[config.mk]
export PLATFORM = sky130hd
export DESIGN_NAME = sdr_rx_front
export DESIGN_NICKNAME = d
export VERILOG_FILES = /design/src/rtl/sdr_pkg.sv /design/src/rtl/sdr_sync.sv /design/src/rtl/sdr_clkgen.sv /design/src/rtl/sdr_chan.sv /design/src/rtl/sdr_rx_front.sv
export SDC_FILE = /design/constraint.sdc
export NUM_CORES = 1
export LEC_CHECK = 0
export BUFFER_PORTS_ARGS = -buffer_cell sky130_fd_sc_hd__buf_4
export CORE_MARGIN = 2
export CORE_UTILIZATION = 45
export DETAILED_ROUTE_END_ITERATION = 6
export PLACE_DENSITY = 0.76
export SKIP_LAST_GASP = 1
export SLEW_MARGIN = 20
export SYNTH_ARGS = -nofsm -noshare
export SYNTH_HDL_FRONTEND = slang
export SYNTH_SLANG_ARGS = --single-unit
[constraint.sdc]
create_clock -name clk -period 2.8 [get_ports clk]
set_input_delay 0.56 -clock clk [delete_from_list [all_inputs] [get_ports clk]]
set_output_delay 0.56 -clock clk [all_outputs]
set_load 0.01 [all_outputs]
[src/rtl/sdr_pkg.sv]
package sdr_pkg;

    typedef enum logic [1:0] {
        MODE_SPI_RISE = 2'd0,
        MODE_SPI_FALL = 2'd1,
        MODE_MAN_R0   = 2'd2,
        MODE_MAN_R1   = 2'd3
    } line_mode_e;

    typedef enum logic [1:0] {
        CK_PIN      = 2'd0,
        CK_INT      = 2'd1,
        CK_HALF_INV = 2'd2,
        CK_HALF     = 2'd3
    } ck_src_e;

    typedef struct packed {
        logic       en;
        line_mode_e mode;
        ck_src_e    src;
        logic       alt;
    } chan_cfg_t;

    typedef struct packed {
        logic rise;
        logic fall;
    } edge_t;

    function automatic logic is_man(line_mode_e m);
        return (m == MODE_MAN_R0) || (m == MODE_MAN_R1);
    endfunction

    function automatic edge_t pick_edges(ck_src_e s, edge_t pin_e, edge_t int_e, edge_t half_e);
        edge_t r;
        case (s)
            CK_PIN:      r = pin_e;
            CK_INT:      r = int_e;
            CK_HALF_INV: r = '{rise: half_e.fall, fall: half_e.rise};
            default:     r = half_e;
        endcase
        return r;
    endfunction

endpackage

[src/rtl/sdr_sync.sv]
module sdr_sync #(
    parameter int W = 2
) (
    input  logic         clk,
    input  logic         rst,
    input  logic [W-1:0] d_i,
    output logic [W-1:0] q_o
);
    logic [W-1:0] stage1;
    logic [W-1:0] stage2;

    always_ff @(posedge clk) begin
        if (rst) begin
            stage1 <= '0;
            stage2 <= '0;
        end else begin
            stage1 <= d_i;
            stage2 <= stage1;
        end
    end

    assign q_o = stage2;
endmodule

[src/rtl/sdr_clkgen.sv]
module sdr_clkgen
    import sdr_pkg::*;
#(
    parameter int CLK_DIV = 4
) (
    input  logic  clk,
    input  logic  rst,
    output logic  sck_o,
    output edge_t int_e,
    output edge_t half_e
);
    localparam int CW = (CLK_DIV > 1) ? $clog2(CLK_DIV) : 1;
    localparam logic [CW-1:0] LAST = CW'(CLK_DIV - 1);

    logic [CW-1:0] cnt;
    logic          sck;
    logic          half;
    logic          wrap;

    assign wrap = (cnt == LAST);

    always_ff @(posedge clk) begin
        if (rst) begin
            cnt  <= '0;
            sck  <= 1'b0;
            half <= 1'b0;
        end else begin
            cnt <= wrap ? '0 : cnt + CW'(1);
            if (wrap) sck <= ~sck;
            if (wrap && !sck) half <= ~half;
        end
    end

    assign sck_o       = sck;
    assign int_e.rise  = wrap & ~sck;
    assign int_e.fall  = wrap & sck;
    assign half_e.rise = int_e.rise & ~half;
    assign half_e.fall = int_e.rise & half;

    // an internal rising event is followed by sck_o high
    a_r4_rise_high: assert property (@(posedge clk) disable iff (rst)
        int_e.rise |=> sck_o);

    // half-rate edges only coincide with internal rising edges
    a_r5_half_subset: assert property (@(posedge clk) disable iff (rst)
        (half_e.rise || half_e.fall) |-> int_e.rise);

    generate
        if (CLK_DIV > 1) begin : g_hold
            // sck_o never toggles on two consecutive cycles
            a_r4_hold: assert property (@(posedge clk) disable iff (rst)
                (sck_o != $past(sck_o)) |=> $stable(sck_o));
        end
    endgenerate
endmodule

[src/rtl/sdr_chan.sv]
module sdr_chan
    import sdr_pkg::*;
#(
    parameter int BLANK = 6,
    parameter int BL_W  = 3
) (
    input  logic      clk,
    input  logic      rst,
    input  chan_cfg_t cfg,
    input  logic      pin_clk_s,
    input  logic      pin_dat_s,
    input  edge_t     int_e,
    input  edge_t     half_e,
    output logic      bit_o,
    output logic      vld_o
);
    logic            clk_d;
    logic            dat_d;
    logic [BL_W-1:0] blank;
    edge_t           pin_e;
    edge_t           sel_e;
    logic            spi_hit;
    logic            d_rise;
    logic            d_fall;
    logic            man_hit;
    logic            man_val;

    assign pin_e.rise = pin_clk_s & ~clk_d;
    assign pin_e.fall = ~pin_clk_s & clk_d;
    assign sel_e      = pick_edges(cfg.src, pin_e, int_e, half_e);
    assign spi_hit    = (cfg.mode == MODE_SPI_RISE) ? sel_e.rise : sel_e.fall;

    assign d_rise  = pin_dat_s & ~dat_d;
    assign d_fall  = ~pin_dat_s & dat_d;
    assign man_hit = (blank == '0) && (d_rise || d_fall);
    assign man_val = (cfg.mode == MODE_MAN_R0) ? d_fall : d_rise;

    always_ff @(posedge clk) begin
        if (rst) begin
            clk_d <= 1'b0;
            dat_d <= 1'b0;
            blank <= '0;
            bit_o <= 1'b0;
            vld_o <= 1'b0;
        end else begin
            clk_d <= pin_clk_s;
            dat_d <= pin_dat_s;
            if (!cfg.en) begin
                vld_o <= 1'b0;
                blank <= '0;
            end else if (is_man(cfg.mode)) begin
                vld_o <= man_hit;
                if (man_hit) begin
                    bit_o <= man_val;
                    blank <= BL_W'(BLANK);
                end else if (blank != '0) begin
                    blank <= blank - BL_W'(1);
                end
            end else begin
                vld_o <= spi_hit;
                blank <= '0;
                if (spi_hit) bit_o <= pin_dat_s;
            end
        end
    end

    // a disabled channel emits nothing on the next cycle
    a_r7_gate: assert property (@(posedge clk) disable iff (rst)
        !cfg.en |=> !vld_o);

    // Manchester strobes are never back to back
    a_r3_spacing: assert property (@(posedge clk) disable iff (rst)
        (vld_o && is_man(cfg.mode)) |=> (!vld_o || !is_man(cfg.mode)));
endmodule

[src/rtl/sdr_rx_front.sv]
module sdr_rx_front
    import sdr_pkg::*;
#(
    parameter int NUM_CH  = 2,
    parameter int CLK_DIV = 4,
    parameter int MAN_BIT = 8
) (
    input  logic                  clk,
    input  logic                  rst,
    input  logic [NUM_CH-1:0]     ser_clk_i,
    input  logic [NUM_CH-1:0]     ser_dat_i,
    input  logic [NUM_CH-1:0]     chan_en_i,
    input  logic [2*NUM_CH-1:0]   chan_mode_i,
    input  logic [2*NUM_CH-1:0]   chan_src_i,
    input  logic [NUM_CH-1:0]     chan_alt_i,
    output logic                  sck_o,
    output logic [NUM_CH-1:0]     bit_o,
    output logic [NUM_CH-1:0]     bit_vld_o
);
    localparam int BLANK = (MAN_BIT * 3) / 4;
    localparam int BL_W  = $clog2(BLANK + 1);

    logic [NUM_CH-1:0] clk_s;
    logic [NUM_CH-1:0] dat_s;
    edge_t             int_e;
    edge_t             half_e;

    sdr_sync #(.W(2 * NUM_CH)) u_sync (
        .clk (clk),
        .rst (rst),
        .d_i ({ser_clk_i, ser_dat_i}),
        .q_o ({clk_s, dat_s})
    );

    sdr_clkgen #(.CLK_DIV(CLK_DIV)) u_clkgen (
        .clk    (clk),
        .rst    (rst),
        .sck_o  (sck_o),
        .int_e  (int_e),
        .half_e (half_e)
    );

    generate
        for (genvar ch = 0; ch < NUM_CH; ch++) begin : g_ch
            localparam int NB = (ch + 1) % NUM_CH;
            chan_cfg_t cfg;
            logic      pin_clk;
            logic      pin_dat;

            assign cfg = '{en:   chan_en_i[ch],
                           mode: line_mode_e'(chan_mode_i[2*ch +: 2]),
                           src:  ck_src_e'(chan_src_i[2*ch +: 2]),
                           alt:  chan_alt_i[ch]};
            assign pin_clk = cfg.alt ? clk_s[NB] : clk_s[ch];
            assign pin_dat = cfg.alt ? dat_s[NB] : dat_s[ch];

            sdr_chan #(.BLANK(BLANK), .BL_W(BL_W)) u_chan (
                .clk       (clk),
                .rst       (rst),
                .cfg       (cfg),
                .pin_clk_s (pin_clk),
                .pin_dat_s (pin_dat),
                .int_e     (int_e),
                .half_e    (half_e),
                .bit_o     (bit_o[ch]),
                .vld_o     (bit_vld_o[ch])
            );
        end
    endgenerate
endmodule

=== Word-level counts from Yosys, hierarchy flattened ===
Cells that the tools add are included.

* Bits in registers: 26
* Output and inout bits: 5

* Add/subtract/negate cells: 3
* Eq/ne operators: 11
* Muxes and demuxes: 22
* Bitwise gates (word level): 26
* Reductions and logical operators: 29

{| class="wikitable"
|+ Operator list
! kind !! number
|-
| $mux 1 || 16
|-
| $eq 2x2->1 const B || 7
|-
| $not 1->1 || 14
|-
| $and 1x1->1 || 12
|-
| $mux 3 || 4
|-
| $pmux 2 s3 || 2
|-
| $logic_not 2->1 || 4
|-
| $reduce_bool 2->1 || 4
|-
| $reduce_or 4->1 || 2
|-
| $logic_not 3->1 || 2
|-
| $reduce_and 3->1 || 2
|-
| $reduce_bool 3->1 || 2
|-
| $reduce_or 2->1 || 3
|-
| $reduce_or 3->1 || 2
|-
| $sub 3x1->3 const B || 2
|-
| $eq 2x1->1 const B || 2
|-
| $logic_or 1x1->1 || 4
|-
| $ne 2x1->1 const B || 2
|-
| $logic_and 1x1->1 || 3
|-
| $add 2x1->2 const B || 1
|-
| $logic_not 1->1 || 1
|}

=== Depth between registers and ports, before layout ===
* Depth after elaboration: 7
* Depth in mapped cells: 7
* Depth with buffers taken out: 7

=== Hierarchy ===
Synthesis repeated with hierarchy kept, for this count alone.

* Cells, all modules: 128
* Area, all modules: 1290.0 µm²

{| class="wikitable"
|+ Modules (own cells, without submodules)
! module !! times used !! cells each !! area an instance (µm²)
|-
| sdr_chan || 2 || 46 || 431.7
|-
| sdr_sync || 1 || 16 || 210.2
|-
| sdr_clkgen || 1 || 16 || 171.4
|-
| sdr_rx_front || 1 || 4 || 45.0
|}

=== Worst setup path before layout ===
No wires, ideal clock.

* Path kind: input to register
* From: in chan_alt_i[0]
* To: reg g_ch[0].u_chan.bit_o
* Library setup time: 96 ps
* Arrival time: 1711 ps
* Data required time: 2704 ps
* Slack: 993 ps
* Stages: 4
* Cells stage by stage: mux2_4 o311a_1 o31a_1 o41ai_2

* Cells in the longest elaborated chain, start to end: 7
* Elaborated cells between the ends (all ways): 19

{| class="wikitable"
|+ RTL lines
! what !! line !! source
|-
| from (decl) || sdr_rx_front.sv:15 || <nowiki>input logic [NUM_CH-1:0] chan_alt_i,</nowiki>
|-
| $mux 1 (on tied branches) || sdr_rx_front.sv:54, sdr_rx_front.sv:55 ||
|-
| $not 1->1 (on tied branches) || sdr_chan.sv:29, sdr_chan.sv:34 ||
|-
| $and 1x1->1 (on tied branches) || sdr_chan.sv:29, sdr_chan.sv:34 ||
|-
| $pmux 2 s3 or $logic_or 1x1->1 (tied branches) || sdr_pkg.sv:35, sdr_chan.sv:35 ||
|-
| $mux 1 or $logic_and 1x1->1 (tied branches) || sdr_chan.sv:31, sdr_chan.sv:35 ||
|-
| $reduce_bool 2->1 (no line) or $ne 2x1->1 (tied branches) || - ||
|-
| $reduce_and 3->1 (no line) || - ||
|-
| to (signal assigned) || sdr_chan.sv:54 || <nowiki>bit_o <= man_val;</nowiki>
|-
| to (signal assigned) || sdr_chan.sv:62 || <nowiki>if (spi_hit) bit_o <= pin_dat_s;</nowiki>
|-
| to (decl) || sdr_chan.sv:14 || <nowiki>output logic bit_o,</nowiki>
|}

Parallel ways exist; a longest one is shown, timed or not. The select of a mux whose other input is x is not followed.
A chain may end at the register's enable or synchronous reset.

=== Worst setup path in the final report ===
* From: reg u_clkgen.cnt[0]
* To: reg g_ch[0].u_chan.bit_o

* Cells in the longest elaborated chain, start to end: 7
* Elaborated cells between the ends (all ways): 9

{| class="wikitable"
|+ RTL lines
! what !! line !! source
|-
| from (decl) || sdr_clkgen.sv:15 || <nowiki>logic [CW-1:0] cnt;</nowiki>
|-
| from (signal assigned) || sdr_clkgen.sv:28 || <nowiki>cnt <= wrap ? '0 : cnt + CW'(1);</nowiki>
|-
| $eq 2x2->1 * || sdr_clkgen.sv:20 || <nowiki>assign wrap = (cnt == LAST);</nowiki>
|-
| $and 1x1->1 || sdr_clkgen.sv:35 || <nowiki>assign int_e.rise = wrap & ~sck;</nowiki>
|-
| $and 1x1->1 (on tied branches) || sdr_clkgen.sv:38, sdr_clkgen.sv:37 ||
|-
| $pmux 2 s3 * || sdr_pkg.sv:35 || <nowiki>case (s)</nowiki>
|-
| $mux 1 * || sdr_chan.sv:31 || <nowiki>assign spi_hit = (cfg.mode == MODE_SPI_RISE) ? sel_e.rise : sel_e.fall;</nowiki>
|-
| $reduce_bool 2->1 (no line) * || - ||
|-
| $reduce_and 3->1 (no line) * || - ||
|}

Mark *: on every way between the ends. The rest lies on a longest branch, timed or not.

==> results.yml <==
status:
  status: "finished, final reports clean"
die:
  start_util_pct: 46.5
  pin_count: 23
  die_h_um: 56.9
  die-area_um2: 3240
  coreArea_um2: 2710
  die_x_um: 56.9
  rows: 19
detailed_routing:
  dr_total_vias: 951
  drc_errors: 0
  drt_iter0_markers: 19
  wirelength_um: 2100
  first_pass_iters: 4
  wl_per_cell_um: 11.7
  postRouteAntennaNets: 0
  routed_via_density: 5.28
clocking:
  clock-root-buffer: "clkbuf_4"
  cts_resized: 0
  numCtsBuffers: 3
  cts_buffer_depth: 2
  cts_tree: "yes"
  postCtsHoldBufs: 0
  clock_latency_ns: 0.32
  clkSinkCount: 26
  htreeDepth: 1
  cts_setup_buffers: 0
  cts.clk_slew.worst_paths_ns: 0.14
timing:
  setup_viol: 0
  skew_ns: 0.000999
  finalMaxSlewViolations: 0
  finalHoldViolations: 0
  fmax_ghz: 0.540
  rsz0062_at_grt: "no"
  finalSetupTns_ns: 0
  finalCritPeriodShare_pct: 66.2
  fin_crit_ns: 1.85
  tightest_slew_ns: 0.394
  slew_headroom_pct: 73.7
final_layout:
  fillerInstances: 262
  regArea_um2: 520
  multi_input_area_um2: 653
  final_layout_size_suffix_gt1_share_pct: 20.1
  layout.nets: 177
  area_growth_pct: 16.1
  final_cell_area_um2: 1460
  n_antenna_cell: 0
power:
  ir_worst_vdd_uv: 328
  p_leak_nw: 0.665
  pwr_density_cell_nw_per_um2: 478
min_path:
  hold_start: "ser_dat_i[1]"
  hold_path.class: "in -> reg"
worst_setup_path:
  crit_required_ns: 3.04
  cp-start-kind: "register"
  crit_start: "u_clkgen.cnt[0]"
  cp-end-kind: "register"
  r2r_start: "u_clkgen.cnt[0]"
  arrival_ns: 2.09
  path_max_fanout: 6
  crit_type: "reg -> reg"
grt:
  grt_max_degree: 25
  grt_pass1_wl_um: 3600
  antenna_found_initial: 0
  grt_pass1_vias: 927
  grt_remaining_overflow: 0
  track_usage_pct: 14.0
yosys:
  synth_seq_cells: 26
  synth_fp_nets: 156
  syn_area_um2: 1260
  synthCells: 129
  synthFlopType: "dfxtp_1"
  yosysWarnings: 0
  ys_types: 33
  synth_edf_count: 0
  async_reset_ff_share_pct: 0
  avgSynthCellArea_um2: 9.77
  synth-seq-area-share_pct: 41.3
place:
  placed_cell_area_um2: 1430
  port_buffers: 22
  hpwl_um: 1630
  globalplace.congestion: 0.685
flow_run:
  maxCapViolCount: 0
==> logic make-up after synthesis <==
family / Yosys count / share of synthesized area [%]
multiplexers: 8 / 6.85
flip-flops: 26 / 41.3
AO/OA/AOI/OAI: 22 / 12.9
buffers and inverters: 19 / 6.85
XOR/XNOR: 4 / 5.16
adder cells (fa/ha/maj): 9 / 8.94
AND/OR/NAND/NOR: 41 / 18.0
==> synthesized netlist by cell type (all sizes together) (3+ instances only) <==
| cell | instances | area (µm²) |
|---|---|---|
| nor2b | 13 | 81.3 |
| inv | 13 | 48.8 |
| buf | 5 | 33.8 |
| ha | 9 | 113 |
| nand2 | 6 | 22.5 |
| nor3b | 3 | 22.5 |
| nor2 | 8 | 30.0 |
| a211oi | 4 | 30.0 |
| mux2i | 6 | 60.1 |
| nor3 | 3 | 15.0 |
| o21ai | 6 | 30.0 |
| dfxtp | 26 | 521 |
==> flip-flops by register name, summed over array words and instances, names as in the netlist <==
signal             count
u_clkgen.half          1
u_sync.stage1          4
u_sync.q_o             4
g_ch.u_chan.blank      6
u_clkgen.cnt           2
g_ch.u_chan.vld_o      2
g_ch.u_chan.dat_d      2
g_ch.u_chan.bit_o      2
g_ch.u_chan.clk_d      2
u_clkgen.sck_o         1
==> metrics by stage <==
step	hold WS [ns]	util, %	instances	setup WS, ns	power [mW]
final	0.436	54.0	180	0.948	0.699
after detailed placement	0.428	52.6	176	0.792	0.518
after floorplan	0.404	-	129	0.993	0.477
after global placement	0.413	52.6	176	0.834	0.511
after global routing	0.458	54.0	180	0.774	0.730
after CTS	0.425	54.0	180	0.930	0.709
==> layout by cell type (no fill, tap or decap), types with 2 or more instances in the layout <==
master    Yosys  final
nor3_1        3      3
xnor2_1       2      2
nor2b_1      13     13
o21ai_0       5      5
nor3b_1       3      3
clkbuf_4      0      3
mux2i_1       6      6
xor3_1        2      2
a211oi_1      4      4
inv_1        13     13
ha_1          9      9
nand2b_1      2      2
buf_4         4     22
nand4b_1      2      2
dfxtp_1      26     26
nand3_1       2      2
a31oi_1       2      2
a21oi_1       2      2
nor2_1        8      8
nand3b_1      2      2
nand2_1       6      6
==> final cells by class <==
type	count	area share (%)
tap	31	2.65
inverter	13	3.34
clock buffer	4	2.48
timing repair buffer	22	11.3
sequential	26	35.6
multi-input combinational	84	44.7
==> critical path, cell delays in order (launching register included) <==
cell      delay [ns]
dfxtp_1         0.36
ha_1            0.27
nor2b_1         0.39
a221oi_1        0.15
o31a_1          0.29
o41ai_2         0.31
==> report_power, final <==
part           internal, mW  switching (mW)  leakage, nW
Combinational        0.0614          0.0505        0.431
Clock                0.0796           0.111       0.0210
Sequential            0.387         0.00885        0.213
Total                 0.528           0.171        0.665
==> final timing paths <==
kind	slack, ns	endpoint	cells after the start
min	0.44	u_sync.stage1[1]	2
max reg2reg	0.95	g_ch[0].u_chan.bit_o	5
min reg2reg	0.44	u_clkgen.cnt[0]	1
max	0.95	g_ch[0].u_chan.bit_o	5
==> routing by layer <==
metal  up-vias  routed length [µm]  part of all wire [%]  global-route usage, %
li1        483                   -                     -                      -
met1       445                 937                    45                   15.1
met2        19                1020                    49                   25.5
met3         4                 104                   5.0                   2.76
met4         0                  32                   1.5                   7.64
met5         -                   0                     0                      0
No activity file was read; power rests on OpenSTA's default activity.
